File: src/rtl/exc_entry_pkg.sv
`timescale 1ns/1ps
package exc_entry_pkg;

   typedef enum logic [4:0] {
      MODE_USR = 5'b10000,
      MODE_FIQ = 5'b10001,
      MODE_IRQ = 5'b10010,
      MODE_SVC = 5'b10011,
      MODE_MON = 5'b10110,
      MODE_ABT = 5'b10111,
      MODE_HYP = 5'b11010,
      MODE_UND = 5'b11011,
      MODE_SYS = 5'b11111
   } cpu_mode_e;

   typedef enum logic [2:0] {
      EXC_NONE,
      EXC_RST,
      EXC_DABT,
      EXC_FIQ,
      EXC_IRQ,
      EXC_PABT,
      EXC_UND,
      EXC_SVC
   } exc_kind_e;

   typedef struct packed {
      logic valid;
      logic pabt;
   } slot_tag_t;

   localparam int unsigned VEC_OFS_W = 5;
   localparam int unsigned STATUS_W  = 7;

   function automatic logic [VEC_OFS_W-1:0] vec_offset(exc_kind_e k);
      case (k)
         EXC_UND:  return 5'h04;
         EXC_SVC:  return 5'h08;
         EXC_PABT: return 5'h0C;
         EXC_DABT: return 5'h10;
         EXC_IRQ:  return 5'h18;
         EXC_FIQ:  return 5'h1C;
         default:  return 5'h00;
      endcase
   endfunction

   function automatic cpu_mode_e entry_mode(exc_kind_e k);
      case (k)
         EXC_FIQ:             return MODE_FIQ;
         EXC_IRQ:             return MODE_IRQ;
         EXC_PABT, EXC_DABT:  return MODE_ABT;
         EXC_UND:             return MODE_UND;
         default:             return MODE_SVC;
      endcase
   endfunction

endpackage

File: src/rtl/exc_tag_pipe.sv
`timescale 1ns/1ps
module exc_tag_pipe
   import exc_entry_pkg::*;
#(
   parameter int unsigned DEPTH = 2
) (
   input  logic      clk_i,
   input  logic      rst_ni,
   input  logic      kill_i,
   input  slot_tag_t fetch_tag_i,
   output slot_tag_t exec_tag_o
);

   slot_tag_t [DEPTH-1:0] stage_q;

   generate
      if (DEPTH < 1) begin : g_bad_depth
         $error("exc_tag_pipe: DEPTH must be at least 1");
      end

      if (DEPTH == 1) begin : g_single
         always_ff @(posedge clk_i or negedge rst_ni) begin
            if (!rst_ni)     stage_q <= '0;
            else if (kill_i) stage_q <= '0;
            else             stage_q <= fetch_tag_i;
         end
      end else begin : g_chain
         always_ff @(posedge clk_i or negedge rst_ni) begin
            if (!rst_ni)     stage_q <= '0;
            else if (kill_i) stage_q <= '0;
            else             stage_q <= {stage_q[DEPTH-2:0], fetch_tag_i};
         end
      end
   endgenerate

   assign exec_tag_o = stage_q[DEPTH-1];

   // a kill leaves no live slot in execute on the following cycle
   assert_kill_empties_R5: assert property (@(posedge clk_i) disable iff (!rst_ni)
      kill_i |=> !exec_tag_o.valid);

endmodule

File: src/rtl/exc_arbiter.sv
`timescale 1ns/1ps
module exc_arbiter
   import exc_entry_pkg::*;
(
   input  logic      hold_i,
   input  logic      reset_req_i,
   input  logic      irq_ni,
   input  logic      fiq_ni,
   input  logic      cur_imask_i,
   input  logic      cur_fmask_i,
   input  slot_tag_t exec_tag_i,
   input  logic      cond_pass_i,
   input  logic      dabt_i,
   input  logic      undef_i,
   input  logic      svc_i,
   output exc_kind_e kind_o
);

   logic live, req_dabt, req_fiq, req_irq, req_pabt, req_und, req_svc;

   assign live     = exec_tag_i.valid;
   assign req_dabt = live & cond_pass_i & dabt_i;
   assign req_fiq  = ~fiq_ni & ~cur_fmask_i;
   assign req_irq  = ~irq_ni & ~cur_imask_i;
   assign req_pabt = live & exec_tag_i.pabt;
   assign req_und  = live & ~exec_tag_i.pabt & cond_pass_i & undef_i;
   assign req_svc  = live & ~exec_tag_i.pabt & cond_pass_i & svc_i;

   always_comb begin
      kind_o = EXC_NONE;
      if (hold_i)           kind_o = EXC_NONE;
      else if (reset_req_i) kind_o = EXC_RST;
      else if (req_dabt)    kind_o = EXC_DABT;
      else if (req_fiq)     kind_o = EXC_FIQ;
      else if (req_irq)     kind_o = EXC_IRQ;
      else if (req_pabt)    kind_o = EXC_PABT;
      else if (req_und)     kind_o = EXC_UND;
      else if (req_svc)     kind_o = EXC_SVC;
   end

endmodule

File: src/rtl/exc_entry_ctrl.sv
`timescale 1ns/1ps
module exc_entry_ctrl
   import exc_entry_pkg::*;
#(
   parameter int unsigned      ADDR_W   = 32,
   parameter int unsigned      DEPTH    = 2,
   parameter int unsigned      PC_STEP  = 4,
   parameter logic [ADDR_W-1:0] VEC_BASE = '0
) (
   input  logic              clk_i,
   input  logic              rst_ni,
   input  logic              reset_req_i,
   input  logic              irq_ni,
   input  logic              fiq_ni,
   input  logic              fetch_valid_i,
   input  logic              fetch_pabt_i,
   input  logic              branch_taken_i,
   input  logic              ex_cond_pass_i,
   input  logic              ex_dabt_i,
   input  logic              ex_undef_i,
   input  logic              ex_svc_i,
   input  logic [ADDR_W-1:0] ex_pc_i,
   input  logic [4:0]        cur_mode_i,
   input  logic              cur_imask_i,
   input  logic              cur_fmask_i,
   output logic [4:0]        mode_o,
   output logic              imask_o,
   output logic              fmask_o,
   output logic [ADDR_W-1:0] vector_o,
   output logic [ADDR_W-1:0] ret_addr_o,
   output logic [STATUS_W-1:0] saved_status_o,
   output logic              save_o,
   output logic              flush_o
);

   localparam logic [ADDR_W-1:0] STEP = ADDR_W'(PC_STEP);

   generate
      if (ADDR_W < 8) begin : g_bad_addr
         $error("exc_entry_ctrl: ADDR_W must be at least 8");
      end
      if (VEC_BASE[VEC_OFS_W-1:0] != '0) begin : g_bad_base
         $error("exc_entry_ctrl: VEC_BASE must be 32-byte aligned");
      end
      if (PC_STEP == 0) begin : g_bad_step
         $error("exc_entry_ctrl: PC_STEP must be non-zero");
      end
   endgenerate

   slot_tag_t  fetch_tag, exec_tag;
   exc_kind_e  take_kind;
   logic       take, kill, flush_q;
   cpu_mode_e  mode_q;
   logic       imask_q, fmask_q;
   logic [ADDR_W-1:0] vector_q, ret_q, ret_d;
   logic [STATUS_W-1:0] spsr_q;

   assign fetch_tag = '{valid: fetch_valid_i, pabt: fetch_valid_i & fetch_pabt_i};
   assign take      = (take_kind != EXC_NONE);
   assign kill      = branch_taken_i | take | flush_q;

   exc_tag_pipe #(.DEPTH(DEPTH)) u_tags (
      .clk_i       (clk_i),
      .rst_ni      (rst_ni),
      .kill_i      (kill),
      .fetch_tag_i (fetch_tag),
      .exec_tag_o  (exec_tag)
   );

   exc_arbiter u_arb (
      .hold_i      (flush_q),
      .reset_req_i (reset_req_i),
      .irq_ni      (irq_ni),
      .fiq_ni      (fiq_ni),
      .cur_imask_i (cur_imask_i),
      .cur_fmask_i (cur_fmask_i),
      .exec_tag_i  (exec_tag),
      .cond_pass_i (ex_cond_pass_i),
      .dabt_i      (ex_dabt_i),
      .undef_i     (ex_undef_i),
      .svc_i       (ex_svc_i),
      .kind_o      (take_kind)
   );

   always_comb begin
      case (take_kind)
         EXC_RST: ret_d = '0;
         EXC_SVC: ret_d = ex_pc_i + STEP;
         default: ret_d = ex_pc_i;
      endcase
   end

   always_ff @(posedge clk_i or negedge rst_ni) begin
      if (!rst_ni) begin
         flush_q  <= 1'b0;
         mode_q   <= MODE_SVC;
         imask_q  <= 1'b1;
         fmask_q  <= 1'b1;
         vector_q <= VEC_BASE;
         ret_q    <= '0;
         spsr_q   <= '0;
      end else begin
         flush_q <= take;
         if (take) begin
            mode_q   <= entry_mode(take_kind);
            imask_q  <= 1'b1;
            fmask_q  <= (take_kind == EXC_FIQ || take_kind == EXC_RST) ? 1'b1 : cur_fmask_i;
            vector_q <= VEC_BASE + ADDR_W'(vec_offset(take_kind));
            ret_q    <= ret_d;
            spsr_q   <= {cur_imask_i, cur_fmask_i, cur_mode_i};
         end
      end
   end

   assign mode_o         = mode_q;
   assign imask_o        = imask_q;
   assign fmask_o        = fmask_q;
   assign vector_o       = vector_q;
   assign ret_addr_o     = ret_q;
   assign saved_status_o = spsr_q;
   assign save_o         = flush_q;
   assign flush_o        = flush_q;

   assert_flush_single_R11: assert property (@(posedge clk_i) disable iff (!rst_ni)
      flush_o |=> !flush_o);

   assert_entry_imask_R9: assert property (@(posedge clk_i) disable iff (!rst_ni)
      save_o |-> imask_o);

   assert_irq_gate_R3: assert property (@(posedge clk_i) disable iff (!rst_ni)
      (save_o && mode_o == MODE_IRQ) |-> $past(!irq_ni && !cur_imask_i));

   assert_fiq_gate_R3: assert property (@(posedge clk_i) disable iff (!rst_ni)
      (save_o && mode_o == MODE_FIQ) |-> ($past(!fiq_ni && !cur_fmask_i) && fmask_o));

   assert_irq_below_fiq_R4: assert property (@(posedge clk_i) disable iff (!rst_ni)
      (save_o && mode_o == MODE_IRQ) |-> $past((fiq_ni || cur_fmask_i) && !reset_req_i));

   assert_fiq_vector_R8: assert property (@(posedge clk_i) disable iff (!rst_ni)
      (save_o && mode_o == MODE_FIQ) |-> (vector_o == VEC_BASE + ADDR_W'(5'h1C)));

endmodule

File: config.mk
export PLATFORM = sky130hd
export DESIGN_NAME = exc_entry_ctrl
export DESIGN_NICKNAME = d
export VERILOG_FILES = /design/src/rtl/exc_entry_pkg.sv /design/src/rtl/exc_tag_pipe.sv /design/src/rtl/exc_arbiter.sv /design/src/rtl/exc_entry_ctrl.sv
export SDC_FILE = /design/constraint.sdc
export NUM_CORES = 1
export LEC_CHECK = 0
export BUFFER_PORTS_ARGS = -buffer_cell sky130_fd_sc_hd__buf_2
export CORE_ASPECT_RATIO = 1.5
export CORE_MARGIN = 1
export CORE_UTILIZATION = 50
export DETAILED_ROUTE_END_ITERATION = 16
export HOLD_SLACK_MARGIN = 0.08
export PLACE_DENSITY = 0.79
export SYNTH_ARGS = -nofsm -noshare
export SYNTH_HDL_FRONTEND = slang
export SYNTH_SLANG_ARGS = --single-unit
File: constraint.sdc
create_clock -name clk_i -period 4.8 [get_ports clk_i]
set_input_delay 0.72 -clock clk_i [delete_from_list [all_inputs] [get_ports clk_i]]
set_output_delay 0.72 -clock clk_i [all_outputs]
set_load 0.05 [all_outputs]
Word-level counts from Yosys, hierarchy flattened
Cells that the tools add are included.
{"block": "classes", "n_eq_ne": 7, "n_bitwise": 17, "n_mux": 13, "reduce_logical": 3, "addsub": 1}
{"operator": "$pmux 32 s2", "count": 1}
{"operator": "$add 32x3->32 const B", "count": 1}
{"operator": "$pmux 5 s6", "count": 1}
{"operator": "$mux 3", "count": 8}
{"operator": "$pmux 4 s4", "count": 1}
{"operator": "$eq 3x3->1 const B", "count": 4}
{"operator": "$and 1x1->1", "count": 10}
{"operator": "$eq 3x2->1 const B", "count": 2}
{"operator": "$not 1->1", "count": 5}
{"operator": "$mux 4", "count": 1}
{"operator": "$eq 3x1->1 const B", "count": 1}
{"operator": "$reduce_bool 3->1", "count": 1}
{"operator": "$or 1x1->1", "count": 2}
{"operator": "$reduce_or 2->1", "count": 1}
{"operator": "$logic_or 1x1->1", "count": 1}
{"operator": "$mux 1", "count": 1}
{"block": "word_totals", "output_inout_bits": 80, "ff_bits": 55, "elab_cells": 51, "input_bits": 51}

Longest topological paths before layout
{"block": "logic_depth", "ltp_word": 16, "depth_mapped": 10, "ltp_nobuf": 7}

Cells and area by module
Synthesis repeated with hierarchy kept, for this count alone.
{"block": "unflattened", "hier_cells": 352, "hier_area_um2": 3184.3}
{"mod": "exc_entry_ctrl", "instances": 1, "cells_each": 325, "area_per_inst_um2": 2940.3, "seq_area_each_um2": 1204.9}
{"mod": "exc_tag_pipe", "instances": 1, "cells_each": 10, "area_per_inst_um2": 140.1, "seq_area_each_um2": 100.1}
{"mod": "exc_arbiter", "instances": 1, "cells_each": 17, "area_per_inst_um2": 103.8, "seq_area_each_um2": 0.0}

Least setup slack after synthesis
Ideal clock, no wire load.
{"block": "synth_timing", "path_type": "input to register", "startpoint": "in ex_pc_i[16]", "endpoint": "reg ret_q[25] (netlist: ret_addr_o[25])", "cell_stages": 6, "arrival_time_ns": 2.076, "setup_slack_ns": 2.641, "setup_time_ns": 0.083, "required_ns": 4.717, "path_cell_list": "and4_1 > nand3_1 > or3_1 > nor3_1 > mux2_2 > o21ai_0"}
{"block": "synth_via", "elab_chain_len": 2}
{"item": "from (decl)", "line": "exc_entry_ctrl.sv:22", "source": "input logic [ADDR_W-1:0] ex_pc_i,"}
{"item": "$add 32x3->32", "line": "exc_entry_ctrl.sv:88", "source": "EXC_SVC: ret_d = ex_pc_i + STEP;"}
{"item": "$pmux 32 s2", "line": "exc_entry_ctrl.sv:86", "source": "case (take_kind)"}
{"item": "to (signal assigned)", "line": "exc_entry_ctrl.sv:109", "source": "ret_q <= ret_d;"}
{"item": "to (decl)", "line": "exc_entry_ctrl.sv:55", "source": "logic [ADDR_W-1:0] vector_q, ret_q, ret_d;"}
No other way between the ends.
A chain may end at the register's enable or synchronous reset.

Worst setup path in the final report
{"block": "layout_timing", "startpoint": "in cur_imask_i", "endpoint": "reg u_tags.stage_q[0] (netlist bit)"}
{"block": "layout_via", "elab_chain_len": 11}
{"item": "from (decl)", "line": "exc_entry_ctrl.sv:24", "source": "input logic cur_imask_i,"}
{"item": "$not 1->1", "line": "exc_arbiter.sv:24", "source": "assign req_irq = ~irq_ni & ~cur_imask_i;"}
{"item": "$and 1x1->1", "line": "exc_arbiter.sv:24"}
{"item": "$mux 3", "line": "exc_arbiter.sv:35", "source": "else if (req_irq) kind_o = EXC_IRQ;"}
{"item": "$mux 3", "line": "exc_arbiter.sv:34", "source": "else if (req_fiq) kind_o = EXC_FIQ;"}
{"item": "$mux 3", "line": "exc_arbiter.sv:33", "source": "else if (req_dabt) kind_o = EXC_DABT;"}
{"item": "$mux 3", "line": "exc_arbiter.sv:32", "source": "else if (reset_req_i) kind_o = EXC_RST;"}
{"item": "$mux 3", "line": "exc_arbiter.sv:31", "source": "if (hold_i) kind_o = EXC_NONE;"}
{"item": "$reduce_bool 3->1", "line": "exc_entry_ctrl.sv:59", "source": "assign take = (take_kind != EXC_NONE);"}
{"item": "$or 1x1->1 (2 in series)", "line": "exc_entry_ctrl.sv:60", "source": "assign kill = branch_taken_i | take | flush_q;"}
{"item": "$mux 4", "line": "exc_tag_pipe.sv:30", "source": "else if (kill_i) stage_q <= '0;"}
{"item": "to (signal assigned)", "line": "exc_tag_pipe.sv:31", "source": "else stage_q <= {stage_q[DEPTH-2:0], fetch_tag_i};"}
{"item": "to (decl)", "line": "exc_tag_pipe.sv:14", "source": "slot_tag_t [DEPTH-1:0] stage_q;"}
No other way between the ends.

==> results.tsv <==
stage	metric	value	unit
timing	timing.final.crit_share	0.557	
timing	setup_viol	0	
timing	finalHoldViolCount	0	
cells_and_area	area_growth	14.7	%
cells_and_area	n_antenna_cell	0	
clock_network	cts_sinks	52	
placement	io_buffers	99	
grt	grt.overflow.total	0	
run_status	status	completed	
cells_and_area	nets	503	
power	p_per_area	396	mW/mm2
power	power.leakage	1.71	nW
grt	grt_pass1_wl	13000	um
placement	gp_congestion	0.899	
timing	slew_violations	0	
critical_path	criticalPathCategory	input pin to flip-flop	
critical_path	cp-start-kind	input pin	
timing	whs	0.483	ns
floorplanning	fp.dieH	99.3	um
logic_synthesis	synth_area	0.00316	mm2
logic_synthesis	synth_edf_count	0	
floorplanning	core-area	0.00613	mm2
timing	rsz0062_at_grt	false	
logic_synthesis	yosys_most_used_dff	dfrtp_1	
cells_and_area	layout_commonest_cell	buf_2	
critical_path	cp_slowest_cell	or2_2	
logic_synthesis	yosysWarnings	0	
floorplanning	rows	35	
timing	relSlewSlack	0.232	
timing	fmax	0.374	GHz
power	irDropWorstVdd	229	uV
timing	tightest_slew	1.15	ns
cells_and_area	fin_area	0.00362	mm2
clock_network	ctsRootBufferMaster	clkbuf_8	
drt	wl_per_cell	15.6	um
clock_network	cts_made_buffers	5	
logic_synthesis	syn_inst	365	
drt	drt_iter0_drc	267	
clock_network	cts_tree	yes	
logic_synthesis	ys_seq_elements	52	
flow_run	maxCapViolCount	0	
clock_network	clk_pin_slew_worst_paths	0.10	ns
floorplanning	fp.dieW	66.9	um
clock_network	insertion_delay	0.31	ns
critical_path	critPathMaxStageDelay	0.54	ns
critical_path	path_cells	buf_2, a2bb2oi_1, nand4_1, nor2_1, or2_2, inv_2, nor3_1, and3_1	
clock_network	ctsHoldBuffers	0	
grt	grt_pass1_vias	2844	
logic_synthesis	synthArstFlopShare	1.00	
timing	fin_crit	2.67	ns
clock_network	post_cts_resized	0	
logic_synthesis	ys_seq_area_frac	0.413	
critical_path	critPathCaptureType	flip-flop	
drt	vias	3004	
critical_path	critPathArrivalTime	2.93	ns
critical_path	cp.required	5.05	ns
hold_path	hold_path_class	flip-flop to flip-flop	
grt	grt_max_degree	53	
drt	drt_first_pass_iters	7	
timing	setup_tns	0	ns
grt	track_usage	0.256	
cells_and_area	nFillCells	586	
clock_network	post_cts_buffers	0	
drt	drc	0	
drt	ant_nets	0	
floorplanning	die_area	0.00664	mm2
floorplanning	top_level_ports	131	
cells_and_area	drive_above_1_share	0.277	
logic_synthesis	syn_avg_cell_area	8.65	um2
drt	avgViaCountPerCell	5.71	
cells_and_area	fin_util	0.590	
placement	dp_hpwl	6090	um
critical_path	cp_max_fo	39	
grt	grt_antenna_before_repair	0	
clock_network	cts.path.max_buffers	2	
cells_and_area	layout_common_cells	buf_2 (99), nand2_1 (65), dfrtp_1 (49)	
placement	placed_area	0.00351	mm2
clock_network	htreeDepth	2	
logic_synthesis	synth_cell_types	59	
timing	clock_skew	0.00724	ns
drt	drt_wl_total	8200	um
floorplanning	floorplan.initialDensity	0.515	
worst max-delay path: cells and delay by family:
family | cells | cell delay, ns
AND/OR/NAND/NOR | 5 | 1.37
buffers and inverters | 2 | 0.57
AO/OA/AOI/OAI | 1 | 0.25
worst paths after layout:
check	slack (ns)	cells past startpoint	start	to
max reg2reg	2.16	7	u_tags.exec_tag_o[1]$_DFF_PN0_	u_tags.stage_q[0]$_DFF_PN0_
max	2.13	8	cur_imask_i	u_tags.stage_q[0]$_DFF_PN0_
max in group asynchronous	3.47	1	rst_ni	ret_addr_o[1]$_DFFE_PN0P_
min	0.48	2	ret_addr_o[25]$_DFFE_PN0P_	ret_addr_o[25]$_DFFE_PN0P_
min in group asynchronous	0.63	1	rst_ni	ret_addr_o[5]$_DFFE_PN0P_
min reg2reg	0.48	2	ret_addr_o[25]$_DFFE_PN0P_	ret_addr_o[25]$_DFFE_PN0P_
synthesized netlist by cell type, types with 2 or more instances:
library cell | instances | share of area
buf_6 | 3 | 0.011
and2_0 | 2 | 0.0040
nand2_1 | 65 | 0.077
o211ai_1 | 10 | 0.024
a22o_1 | 2 | 0.0055
a2bb2oi_1 | 2 | 0.0055
conb_1 | 2 | 0.0024
o311ai_0 | 3 | 0.0083
and4_1 | 4 | 0.011
nand3_1 | 26 | 0.041
or2_2 | 3 | 0.0059
dfrtp_1 | 49 | 0.39
dfstp_2 | 3 | 0.025
a21o_1 | 2 | 0.0048
buf_2 | 6 | 0.0095
nand3b_1 | 4 | 0.0095
a211oi_1 | 2 | 0.0048
nand2b_1 | 2 | 0.0040
a31oi_1 | 13 | 0.026
o21a_1 | 2 | 0.0048
and3_1 | 7 | 0.014
nor2_1 | 26 | 0.031
nand4_1 | 10 | 0.020
mux2_2 | 2 | 0.0071
buf_4 | 35 | 0.083
and2_1 | 4 | 0.0079
or4_1 | 2 | 0.0048
o21ai_0 | 20 | 0.032
clkbuf_1 | 5 | 0.0059
nor3_1 | 10 | 0.016
a21oi_1 | 7 | 0.011
or3_1 | 5 | 0.0099
routing by layer:
| metal | track usage | vias to the layer above | routed length [um] |
|---|---|---|---|
| met5 | 0 | - | 0 |
| met4 | 0.101 | 0 | 238 |
| met3 | 0.0459 | 19 | 515 |
| met2 | 0.458 | 132 | 4480 |
| met1 | 0.293 | 1433 | 2970 |
| li1 | - | 1420 | - |
cell families after synthesis:
family / count (synthesis) / share of synthesized area
AO/OA/AOI/OAI: 77 / 0.170
multiplexers: 2 / 0.00713
XOR/XNOR: 2 / 0.00555
adder cells (fa/ha/maj): 1 / 0.00396
buffers and inverters: 50 / 0.111
AND/OR/NAND/NOR: 179 / 0.287
flip-flops: 52 / 0.413
other: 2 / 0.00238
per-stage QoR:
stage | power [W] | setup WS [ns] | instances
finish | 0.00143 | 2.13 | 526
global placement | 0.00113 | 1.85 | 518
CTS | 0.00144 | 2.10 | 526
detailed placement | 0.00114 | 1.77 | 518
floorplan | 0.00102 | 2.64 | 394
global route | 0.00150 | 1.85 | 526
power by group:
| part | total, W | switching [W] | internal [W] |
|---|---|---|---|
| Combinational | 0.000577 | 0.000456 | 0.000120 |
| Sequential | 0.000553 | 0.0000435 | 0.000510 |
| Clock | 0.000303 | 0.000149 | 0.000154 |
state kept, by name, indices dropped and copies added, names as in the netlist:
signal / cells
vector_o: 3
mode_o: 4
u_tags.exec_tag_o: 2
ret_addr_o: 32
flush_o: 1
fmask_o: 1
saved_status_o: 7
u_tags.stage_q: 2
cell type report:
class	instances	area, um2	area share
well taps	74	92.6	0.0256
inverters	1	3.75	0.00104
clock inverters	3	42.5	0.0118
multi-input cells	292	1610	0.445
flip-flops and latches	52	1310	0.361
repair buffers	99	495	0.137
clock buffers	5	68.8	0.0190
(Power assumes the default switching activity.)
